`src/rtl/sbp_pkg.sv`:
```
package sbp_pkg;

    // Life cycle of one buffer slot.
    typedef enum logic [1:0] {
        SL_FREE = 2'd0,   // not allocated
        SL_WAIT = 2'd1,   // request sent, response pending
        SL_FULL = 2'd2,   // data present and usable
        SL_VOID = 2'd3    // response had an error; never served
    } slot_st_e;

    // Decision taken on the miss presented this cycle.
    typedef struct packed {
        logic match;      // miss equals the logical stream head
        logic pop;        // an allocated head entry is consumed
        logic skip;       // head not yet allocated; advance request pointer
        logic flush;      // miss outside the stream: restart
        logic hit;        // consumed entry had usable data
        logic late;       // consumed entry still awaits its response
    } miss_act_t;

    function automatic logic st_usable(slot_st_e s);
        return s == SL_FULL;
    endfunction

    function automatic logic st_waiting(slot_st_e s);
        return s == SL_WAIT;
    endfunction

endpackage

```
`src/rtl/sbp_slot_array.sv`:
```
module sbp_slot_array
    import sbp_pkg::*;
#(
    parameter int ADDR_W = 32,
    parameter int DATA_W = 64,
    parameter int DEPTH  = 4
) (
    input  logic              clk,
    input  logic              rst,
    input  logic              clear,
    input  logic              alloc,
    input  logic [ADDR_W-1:0] alloc_addr,
    input  logic              fill,
    input  logic [DATA_W-1:0] fill_data,
    input  logic              fill_err,
    input  logic              pop,
    output logic [ADDR_W-1:0] head_addr,
    output slot_st_e          head_st,
    output logic [DATA_W-1:0] head_data,
    output logic              empty,
    output logic              has_room,
    output logic              fill_found,
    output logic              fill_is_head
);
    localparam int PTR_W = (DEPTH > 1) ? $clog2(DEPTH) : 1;
    localparam int CNT_W = PTR_W + 1;
    localparam logic [CNT_W-1:0] CNT_MAX = CNT_W'(DEPTH);

    slot_st_e          st_q   [DEPTH];
    logic [ADDR_W-1:0] addr_q [DEPTH];
    logic [DATA_W-1:0] data_q [DEPTH];
    logic [PTR_W-1:0]  hd_q, tl_q, fidx;
    logic [CNT_W-1:0]  cnt_q;

    // Oldest waiting slot, searched from the head in allocation order.
    always_comb begin
        logic [PTR_W-1:0] idx;
        fidx       = '0;
        fill_found = 1'b0;
        idx        = '0;
        for (int k = 0; k < DEPTH; k++) begin
            idx = hd_q + PTR_W'(k);
            if (!fill_found && (CNT_W'(k) < cnt_q) && st_waiting(st_q[idx])) begin
                fill_found = 1'b1;
                fidx       = idx;
            end
        end
    end

    assign fill_is_head = fill_found && (fidx == hd_q);
    assign head_addr    = addr_q[hd_q];
    assign head_st      = st_q[hd_q];
    assign head_data    = data_q[hd_q];
    assign empty        = (cnt_q == '0);
    assign has_room     = (cnt_q != CNT_MAX);

    always_ff @(posedge clk) begin
        if (rst || clear) begin
            for (int k = 0; k < DEPTH; k++) st_q[k] <= SL_FREE;
            hd_q  <= '0;
            tl_q  <= '0;
            cnt_q <= '0;
        end else begin
            if (fill && fill_found) begin
                st_q[fidx] <= fill_err ? SL_VOID : SL_FULL;
                if (!fill_err) data_q[fidx] <= fill_data;
            end
            if (pop) begin
                st_q[hd_q] <= SL_FREE;
                hd_q       <= hd_q + PTR_W'(1);
            end
            if (alloc) begin
                st_q[tl_q]   <= SL_WAIT;
                addr_q[tl_q] <= alloc_addr;
                tl_q         <= tl_q + PTR_W'(1);
            end
            cnt_q <= cnt_q + CNT_W'(alloc) - CNT_W'(pop);
        end
    end

    a_r10_count_bound: assert property (@(posedge clk) disable iff (rst)
        cnt_q <= CNT_MAX);
    a_r10_no_alloc_when_full: assert property (@(posedge clk) disable iff (rst)
        alloc |-> has_room);
    a_r9_no_pop_when_empty: assert property (@(posedge clk) disable iff (rst)
        pop |-> !empty);

endmodule

```
`src/rtl/sbp_issue.sv`:
```
module sbp_issue #(
    parameter int ADDR_W = 32
) (
    input  logic              clk,
    input  logic              rst,
    input  logic              restart,
    input  logic [ADDR_W-1:0] restart_addr,
    input  logic              skip,
    input  logic              slot_room,
    input  logic              miss_busy,
    input  logic              mem_req_ready,
    output logic              mem_req_valid,
    output logic [ADDR_W-1:0] mem_req_addr,
    output logic              fire,
    output logic              active,
    output logic [ADDR_W-1:0] next_addr
);
    localparam logic [ADDR_W-1:0] ONE = ADDR_W'(1);

    logic              act_q;
    logic [ADDR_W-1:0] nxt_q;

    // Requests stand aside while a miss is being decided.
    assign mem_req_valid = act_q && slot_room && !miss_busy;
    assign mem_req_addr  = nxt_q;
    assign fire          = mem_req_valid && mem_req_ready;
    assign active        = act_q;
    assign next_addr     = nxt_q;

    always_ff @(posedge clk) begin
        if (rst) begin
            act_q <= 1'b0;
            nxt_q <= '0;
        end else if (restart) begin
            act_q <= 1'b1;
            nxt_q <= restart_addr + ONE;
        end else if (skip || fire) begin
            nxt_q <= nxt_q + ONE;
        end
    end

    a_r1_idle_until_miss: assert property (@(posedge clk) disable iff (rst)
        !act_q |-> !mem_req_valid);
    a_r2_addr_held_while_stalled: assert property (@(posedge clk) disable iff (rst)
        (mem_req_valid && !mem_req_ready && !miss_busy) |=>
            (restart || skip || ($past(mem_req_addr) == mem_req_addr)) || !mem_req_valid);

endmodule

```
`src/rtl/sbp_rsp_track.sv`:
```
module sbp_rsp_track #(
    parameter int CNT_W = 6
) (
    input  logic clk,
    input  logic rst,
    input  logic fire,
    input  logic rsp_valid,
    input  logic flush,
    input  logic late_pop,
    output logic rsp_live
);
    logic [CNT_W-1:0] out_q, disc_q, out_nx;

    assign rsp_live = rsp_valid && (disc_q == '0);
    assign out_nx   = out_q + CNT_W'(fire) - CNT_W'(rsp_valid);

    always_ff @(posedge clk) begin
        if (rst) begin
            out_q  <= '0;
            disc_q <= '0;
        end else begin
            out_q <= out_nx;
            if (flush)
                disc_q <= out_nx;
            else
                disc_q <= disc_q - CNT_W'(rsp_valid && !rsp_live) + CNT_W'(late_pop);
        end
    end

    a_r8_rsp_only_when_outstanding: assert property (@(posedge clk) disable iff (rst)
        rsp_valid |-> (out_q != '0));
    a_r8_discard_within_outstanding: assert property (@(posedge clk) disable iff (rst)
        disc_q <= out_q);
    a_r10_no_counter_wrap: assert property (@(posedge clk) disable iff (rst)
        fire |-> (out_q != '1));

endmodule

```
`src/rtl/sbp_stream_prefetch.sv`:
```
module sbp_stream_prefetch
    import sbp_pkg::*;
#(
    parameter int ADDR_W = 32,
    parameter int DATA_W = 64,
    parameter int DEPTH  = 4,
    parameter int CNT_W  = 6
) (
    input  logic              clk,
    input  logic              rst,
    input  logic              miss_valid,
    input  logic [ADDR_W-1:0] miss_addr,
    output logic              res_valid,
    output logic              res_hit,
    output logic [DATA_W-1:0] res_data,
    output logic              mem_req_valid,
    input  logic              mem_req_ready,
    output logic [ADDR_W-1:0] mem_req_addr,
    input  logic              mem_rsp_valid,
    input  logic [DATA_W-1:0] mem_rsp_data,
    input  logic              mem_rsp_err
);
    logic [ADDR_W-1:0] head_addr, next_addr;
    slot_st_e          head_st;
    logic [DATA_W-1:0] head_data;
    logic              empty, has_room, fill_found, fill_is_head;
    logic              fire, active, rsp_live;
    miss_act_t         act;

    // Decide what the presented miss does to the stream.
    always_comb begin
        act       = '0;
        act.match = miss_valid && active &&
                    (empty ? (next_addr == miss_addr) : (head_addr == miss_addr));
        act.pop   = act.match && !empty;
        act.skip  = act.match && empty;
        act.flush = miss_valid && !act.match;
        act.hit   = act.pop && st_usable(head_st);
        act.late  = act.pop && st_waiting(head_st) && !(rsp_live && fill_is_head);
    end

    sbp_slot_array #(.ADDR_W(ADDR_W), .DATA_W(DATA_W), .DEPTH(DEPTH)) u_slots (
        .clk          (clk),
        .rst          (rst),
        .clear        (act.flush),
        .alloc        (fire),
        .alloc_addr   (mem_req_addr),
        .fill         (rsp_live),
        .fill_data    (mem_rsp_data),
        .fill_err     (mem_rsp_err),
        .pop          (act.pop),
        .head_addr    (head_addr),
        .head_st      (head_st),
        .head_data    (head_data),
        .empty        (empty),
        .has_room     (has_room),
        .fill_found   (fill_found),
        .fill_is_head (fill_is_head)
    );

    sbp_issue #(.ADDR_W(ADDR_W)) u_issue (
        .clk           (clk),
        .rst           (rst),
        .restart       (act.flush),
        .restart_addr  (miss_addr),
        .skip          (act.skip),
        .slot_room     (has_room),
        .miss_busy     (miss_valid),
        .mem_req_ready (mem_req_ready),
        .mem_req_valid (mem_req_valid),
        .mem_req_addr  (mem_req_addr),
        .fire          (fire),
        .active        (active),
        .next_addr     (next_addr)
    );

    sbp_rsp_track #(.CNT_W(CNT_W)) u_track (
        .clk       (clk),
        .rst       (rst),
        .fire      (fire),
        .rsp_valid (mem_rsp_valid),
        .flush     (act.flush),
        .late_pop  (act.late),
        .rsp_live  (rsp_live)
    );

    always_ff @(posedge clk) begin
        if (rst) begin
            res_valid <= 1'b0;
            res_hit   <= 1'b0;
            res_data  <= '0;
        end else begin
            res_valid <= miss_valid;
            res_hit   <= act.hit;
            res_data  <= act.hit ? head_data : '0;
        end
    end

    a_r10_no_req_in_miss_cycle: assert property (@(posedge clk) disable iff (rst)
        miss_valid |-> !mem_req_valid);
    a_r3_result_follows_miss: assert property (@(posedge clk) disable iff (rst)
        miss_valid |=> res_valid);
    a_r3_hit_implies_result: assert property (@(posedge clk) disable iff (rst)
        res_hit |-> res_valid);
    a_r8_live_rsp_has_slot: assert property (@(posedge clk) disable iff (rst)
        rsp_live |-> fill_found);
    a_r2_miss_data_zero: assert property (@(posedge clk) disable iff (rst)
        (res_valid && !res_hit) |-> (res_data == '0));

endmodule

```
`config.mk`:
```
export PLATFORM = sky130hd
export DESIGN_NAME = sbp_stream_prefetch
export DESIGN_NICKNAME = d
export VERILOG_FILES = /design/src/rtl/sbp_pkg.sv /design/src/rtl/sbp_slot_array.sv /design/src/rtl/sbp_issue.sv /design/src/rtl/sbp_rsp_track.sv /design/src/rtl/sbp_stream_prefetch.sv
export SDC_FILE = /design/constraint.sdc
export NUM_CORES = 1
export LEC_CHECK = 0
export ABC_AREA = 1
export BUFFER_PORTS_ARGS = -buffer_cell sky130_fd_sc_hd__buf_2
export CORE_ASPECT_RATIO = 0.7
export CORE_MARGIN = 1.5
export CORE_UTILIZATION = 60
export DETAILED_ROUTE_END_ITERATION = 7
export PLACE_DENSITY = 0.86
export SYNTH_ARGS = -nofsm -noshare
export SYNTH_HDL_FRONTEND = slang
export SYNTH_HIERARCHICAL = 1
export SYNTH_SLANG_ARGS = --single-unit
```
`constraint.sdc`:
```
create_clock -name clk -period 10.2 [get_ports clk]
set_input_delay 0 -clock clk [delete_from_list [all_inputs] [get_ports clk]]
set_output_delay 0 -clock clk [all_outputs]
set_load 0.02 [all_outputs]
```
==> reports/metrics.cfg, run 1 <==
[outcome]
outcome=finished clean

[sta]
clock.fmax_mhz=174.8
finalCritPeriodShare_pct=56.08
setup_viol=0
tns_ns=0
tightest_slew_ns=1.086
setup_ws_ns=4.480
period_minus_slack_ns=5.720
rsz0062_at_grt=false
slew_headroom_pct=27.61
skew_ns=0.03052
drv_slew=0
hold_violations=0

[setup_path]
critical_path_class=flop to flop
cp.required_ns=10.40
crit_fanout=96
worstSetupStartpointType=flop
worstPathArrival_ns=5.92
end_kind=flop
r2r_setup_slack_ns=4.48

[placement]
place_ws_ns=4.674
dp_hpwl_um=34790
gp_congestion=0.9488
io_buffers=200

[yosys]
synth_cell_types=40
syn_inst=2230
ys_ff_latch=512
synth.top_cells.by_area=edfxtp_1 (51%), dfxtp_1 (11%), nand2_1 (6.4%)
netlist_area_um2=22590
syn_area_per_cell_um2=10.13
yosysWarnings=6
ys_seq_area_share_pct=62.39
yosysTopAreaCell=edfxtp_1
syn_nets=2362
yosysTopAreaCellShare_pct=51.05

[floorplanning]
dieArea_um2=38840
start_util_pct=60.83
die_w_um=234.9
dieHeight_um=165.3
ioPinCount=201
core_area_um2=37130
rows=59

[routing]
vias_per_cell=5.707
final_antenna_net_count=0
first_pass_iters=6
drt_wl_total_um=56990
dr_total_vias=17025
drt_iter0_markers=2237
drc=0
routedWlPerCell_um=19.10

[pwr]
power.density_nw_per_um2=173.0
power_leakage_nw=10.75
vdd_ir_drop_max_mv=0.1253

[finish]
multi_input_area_um2=6799
num-fill-cells=2561
nets=2585
syn2layout_area_growth_pct=15.19
drive_above_1_share_pct=17.66
finish.utilization_pct=70.08
seq_area_um2=14100

[clocking]
cts_root_buf=clkbuf_16
cts_resized=0
clk_pin_slew_worst_paths_ns=0.06
clock_path_buffers=3
clock_latency_ns=0.59
htree_levels=2
cts_tree=done
post_cts_buffers=0
cts_num_sinks=512
cts_buffers=47

[run]
max-cap-violations=0

[grt]
grt_pass1_wl_um=87660
grt_pass1_vias=16040
antenna_found_initial=5
track_usage_pct=29.08
grt_max_degree=107
overflow=0

[worst_hold_path]
hold_class=primary input to flop

==> metrics by stage <==
step	total power (W)	cell area (µm²)	std cells	hold WS, ns
5_1_grt	0.004655	26020	2983	0.04164
3_3_place_gp	0.002689	23580	2804	0.2094
3_5_place_dp	0.002713	23580	2804	0.2157
6_report	0.004501	26020	2983	0.005335
4_1_cts	0.004507	26010	2979	0.0002300
2_1_floorplan	0.002604	22590	2230	0.07238
==> path summary, 6_finish.rpt <==
kind,from,endpoint,depth (start not counted)
setup / recovery,flop,u_slots/data_q[1][8]$_DFFE_PP_,18
hold / removal,mem_rsp_valid,u_track/out_q[1]$_SDFF_PP0_,4
setup reg to reg,flop,u_slots/data_q[1][8]$_DFFE_PP_,18
hold reg to reg,u_slots/st_q[1][1]$_SDFFE_PP0P_,u_slots/st_q[1][1]$_SDFFE_PP0P_,2
==> sequential cells by signal, indices dropped and copies added, names as in the netlist, named ones only <==
name	count
u_issue/mem_req_addr	32
u_slots/st_q	8
u_track/disc_q	6
u_slots/hd_q	2
res_valid	1
u_slots/addr_q	128
u_slots/data_q	256
u_slots/tl_q	2
u_issue/active	1
res_data	64
u_slots/cnt_q	3
u_track/out_q	6
res_hit	1
==> cells in the mapped netlist (all sizes together) <==
cell and number:
o21bai 6, a211oi 2, nand3 103, nor3 4
o22ai 96, ha 27, o21ai 239, fa 3
nor2 367, nand2 418, xor2 9, nand4 9
or2 6, inv 245, a21oi 36, nor4 1
xnor2 7, clkbuf 64, buf 67, clkinv 1
edfxtp 384, dfxtp 128, nand3b 8
==> logic make-up after synthesis <==
group           after synthesis  share of synthesized area, %
compound gates              379                         9.017
xor+xnor                     16                        0.6204
fa+ha+maj                    30                         1.761
buf+inv                     377                         7.649
flops                       512                         62.39
simple gates                916                         18.56
==> area by class of cell <==
cell class	count	area share (%)
clock buffer	56	4.727
tap	488	2.346
timing repair buffer	305	7.722
sequential	512	54.18
multi-input combinational	1341	26.13
antenna	4	0.03847
inverter	246	3.616
clock inverter	31	1.241
==> layer usage <==
metal / wire length [µm] / GRT usage [%] / vias up
li1: - / - / 7871
met1: 22640 / 40.29 / 7982
met2: 26850 / 46.74 / 1012
met3: 5666 / 4.970 / 158
met4: 1814 / 10.80 / 2
met5: 13 / 0 / -
==> critical path: stages, from the launching register on <==
cell and delay, ns:
dfxtp_4 0.76, buf_4 0.79, o21ai_0 0.29, o22ai_1 0.24, nand2_1 0.09, nand3_1 0.09, nand2_1 0.05, nor2_1 0.19
nand2_1 0.09, nor2_1 0.11, nand2_1 0.07, nor2_2 0.26, a21oi_4 0.11, nor2_1 0.71, nand3_4 0.16, nor2_2 0.16
nand3_1 0.13, inv_2 0.07, buf_4 0.75
==> repair_timing <==
item | 4_1_cts | 5_1_grt
hold buffers | 88 | 0
endpoints found under the hold margin | 294 | 0
setup endpoints to repair | 0 | 0
==> cell usage in the layout (no fill, tap or decap), drive strengths merged <==
master       synthesis  final
xor2                 9      9
edfxtp             384    384
clkbuf              64     56
o21ai              239    239
nor2               367    367
o22ai               96     96
inv                245    248
nor4                 1      1
xnor2                7      7
a21oi               36     36
nand3              103    103
clkinv               1     20
clkinvlp             0      3
fa                   3      3
nand3b               8      8
nand2              418    418
buf                 67    217
nor3                 4      4
dlygate4sd3          0     88
or2                  6      6
bufinv               0      6
diode                0      4
ha                  27     27
a211oi               2      2
o21bai               6      6
nand4                9      9
dfxtp              128    128
==> power breakdown <==
group          internal (W)  leakage [nW]  switching (W)
logic              0.000155          5.48       0.000243
registers           0.00227          4.51      0.0000376
clock network       0.00102         0.761       0.000780
(Power assumes the default switching activity.)
==> inputs of run 2 (changes only) <==
==> constraint.sdc (replaced) <==
create_clock -name clk -period 5.4 [get_ports clk]
set_input_delay 0 -clock clk [delete_from_list [all_inputs] [get_ports clk]]
set_output_delay 0 -clock clk [all_outputs]
set_load 0.02 [all_outputs]
==> run 2 against run 1 <==
Global-route usage fell by 0.64 points. Non-clock buffer count rose by 7. Worst setup slack got worse by 3.7 ns.
==> reports/metrics.cfg, run 2 (synthesis results as in run 1) <==
[outcome]
outcome=finished clean

[routing]
dr_total_vias=16870
first_pass_iters=8
vias_per_cell=5.642
final_antenna_net_count=0
drc=0
routedWlPerCell_um=18.85
drt_wl_total_um=56350
drt_iter0_markers=1936

[finish]
drive_above_1_share_pct=17.77
final_cell_mix=nand2_1 (388), edfxtp_1 (384), nor2_1 (292)
layout_commonest_cell=nand2_1
syn2layout_area_growth_pct=15.79
num-fill-cells=2533
largest_reg_flops=256
regMostFlops=u_slots/data_q
multi_input_area_um2=6808
nets=2592
reg.largest.list=u_slots/data_q x256, u_slots/addr_q x128, res_data x64
seq_area_um2=14100

[grt]
antenna_found_initial=3
grt_max_degree=119
grt_pass1_wl_um=85630
grt_most_used_layer=met2
track_usage_pct=28.44
overflow=0
grt_util_met2_pct=45.85
use_met3_pct=5.037
grt_pass1_vias=15758
use_met1_pct=39.85

[floorplanning]
dieHeight_um=165.3
rows=59
ioPinCount=201
die_w_um=234.9
dieArea_um2=38840
start_util_pct=60.83
core_area_um2=37130

[sta]
period_minus_slack_ns=4.582
drv_slew=0
tightest_slew_ns=1.275
setup_viol=0
rsz0062_at_grt=false
finalCritPeriodShare_pct=84.84
slew_headroom_pct=15.02
skew_ns=0.01820
tns_ns=0
hold_violations=0
clock.fmax_mhz=218.3
whs_ns=0.01370

[setup_path]
worstSetupStartpointType=flop
critical_path_class=flop to flop
cp_cell_sequence=inv_6 -> o21ai_0 -> o22ai_1 -> nand2_1 -> nand3_1 -> nand2_1 -> nor2_1 -> nand2_1 -> nor2_1 -> nand2_1 -> nor2_2 -> a21oi_4 -> nor2_1 -> buf_4 -> inv_1 -> nor2_1 -> nand2_1 -> inv_1 -> buf_4
end_kind=flop
cp.required_ns=5.60
path_common_cell=nand2_1
crit_slowest_cell=inv_6
critPathTopFamily=simple AND/OR/NAND/NOR gates
worstPathArrival_ns=4.78
slowest_delay_ns=0.46
crit_fanout=77
path_buf_inv=5

[clocking]
htree_levels=2
clock_path_buffers=3
cts_tree=done
cts_num_sinks=512
ctsHoldBuffers=87
cts_root_buf=clkbuf_16
clock_latency_ns=0.58
post_cts_buffers=0
cts_resized=0
clk_pin_slew_worst_paths_ns=0.06
cts_buffers=47

[run]
max-cap-violations=0

[placement]
dp_hpwl_um=34140
io_buffers=200
gp_congestion=0.9573

[pwr]
power_leakage_nw=10.81
power.density_nw_per_um2=323.8
vdd_ir_drop_max_mv=0.2604

[worst_hold_path]
hold_class=primary input to flop

-- run 2: changes by cell type in the layout (fill, tap and decap cells not counted), moves of 2 or more --
cell	previous run	this run
clkbuf_1	7	15
buf_4	17	20
clkinv_4	0	3
clkinvlp_4	2	0
clkbuf_8	2	4
clkinv_2	11	6
buf_12	0	5
clkinv_1	9	6
-- run 2: path summary, 6_finish.rpt --
check	end	cells past startpoint	from	slack, ns
min reg2reg	u_slots/st_q[2][1]$_SDFFE_PP0P_	2	u_slots/st_q[2][1]$_SDFFE_PP0P_	0.48
min	u_track/out_q[1]$_SDFF_PP0_	4	mem_rsp_valid	0.01
max	u_slots/addr_q[1][13]$_DFFE_PP_	19	flop	0.82
max reg2reg	u_slots/addr_q[1][13]$_DFFE_PP_	19	flop	0.82
-- run 2: layout make-up --
type	count	share of cell area, %
well taps	488	2.334
repair buffers	312	8.113
diodes	3	0.02870
inverters	246	3.597
clock inverters	22	1.072
clock buffers	66	4.922
flip-flops and latches	512	53.90
multi-input cells	1341	26.03
-- run 2: through the flow --
| step | cell area, µm² | setup slack [ns] | utilization, % | instances | total power [W] |
|---|---|---|---|---|---|
| after floorplan | 22600 | 0.3000 | - | 2230 | 0.004919 |
| after global placement | 23710 | 1.120 | 63.85 | 2812 | 0.005085 |
| after detailed placement | 23710 | 1.034 | 63.85 | 2812 | 0.005116 |
| after CTS | 26150 | 1.001 | 70.42 | 2987 | 0.008487 |
| after global routing | 26160 | 0.5755 | 70.44 | 2990 | 0.008761 |
| final | 26160 | 0.8185 | 70.44 | 2990 | 0.008468 |
-- run 2: layer usage --
layer,vias up,wire length [µm]
met3,113,5318
met2,925,26340
met5,-,0
li1,7890,-
met1,7942,23390
met4,0,1306
-- run 2: report_power, final --
part | internal [W] | switching [W] | total, W
clock network | 0.00192 | 0.00144 | 0.00336
logic | 0.000294 | 0.000452 | 0.000746
registers | 0.00428 | 0.0000744 | 0.00436
total | 0.00650 | 0.00197 | 0.00847
-- run 2: worst min-delay path: cells and delay by family --
family	cells	cell delay, ns
fa+ha+maj	2	0.37
buf+inv	1	0.11
simple gates	1	0.05
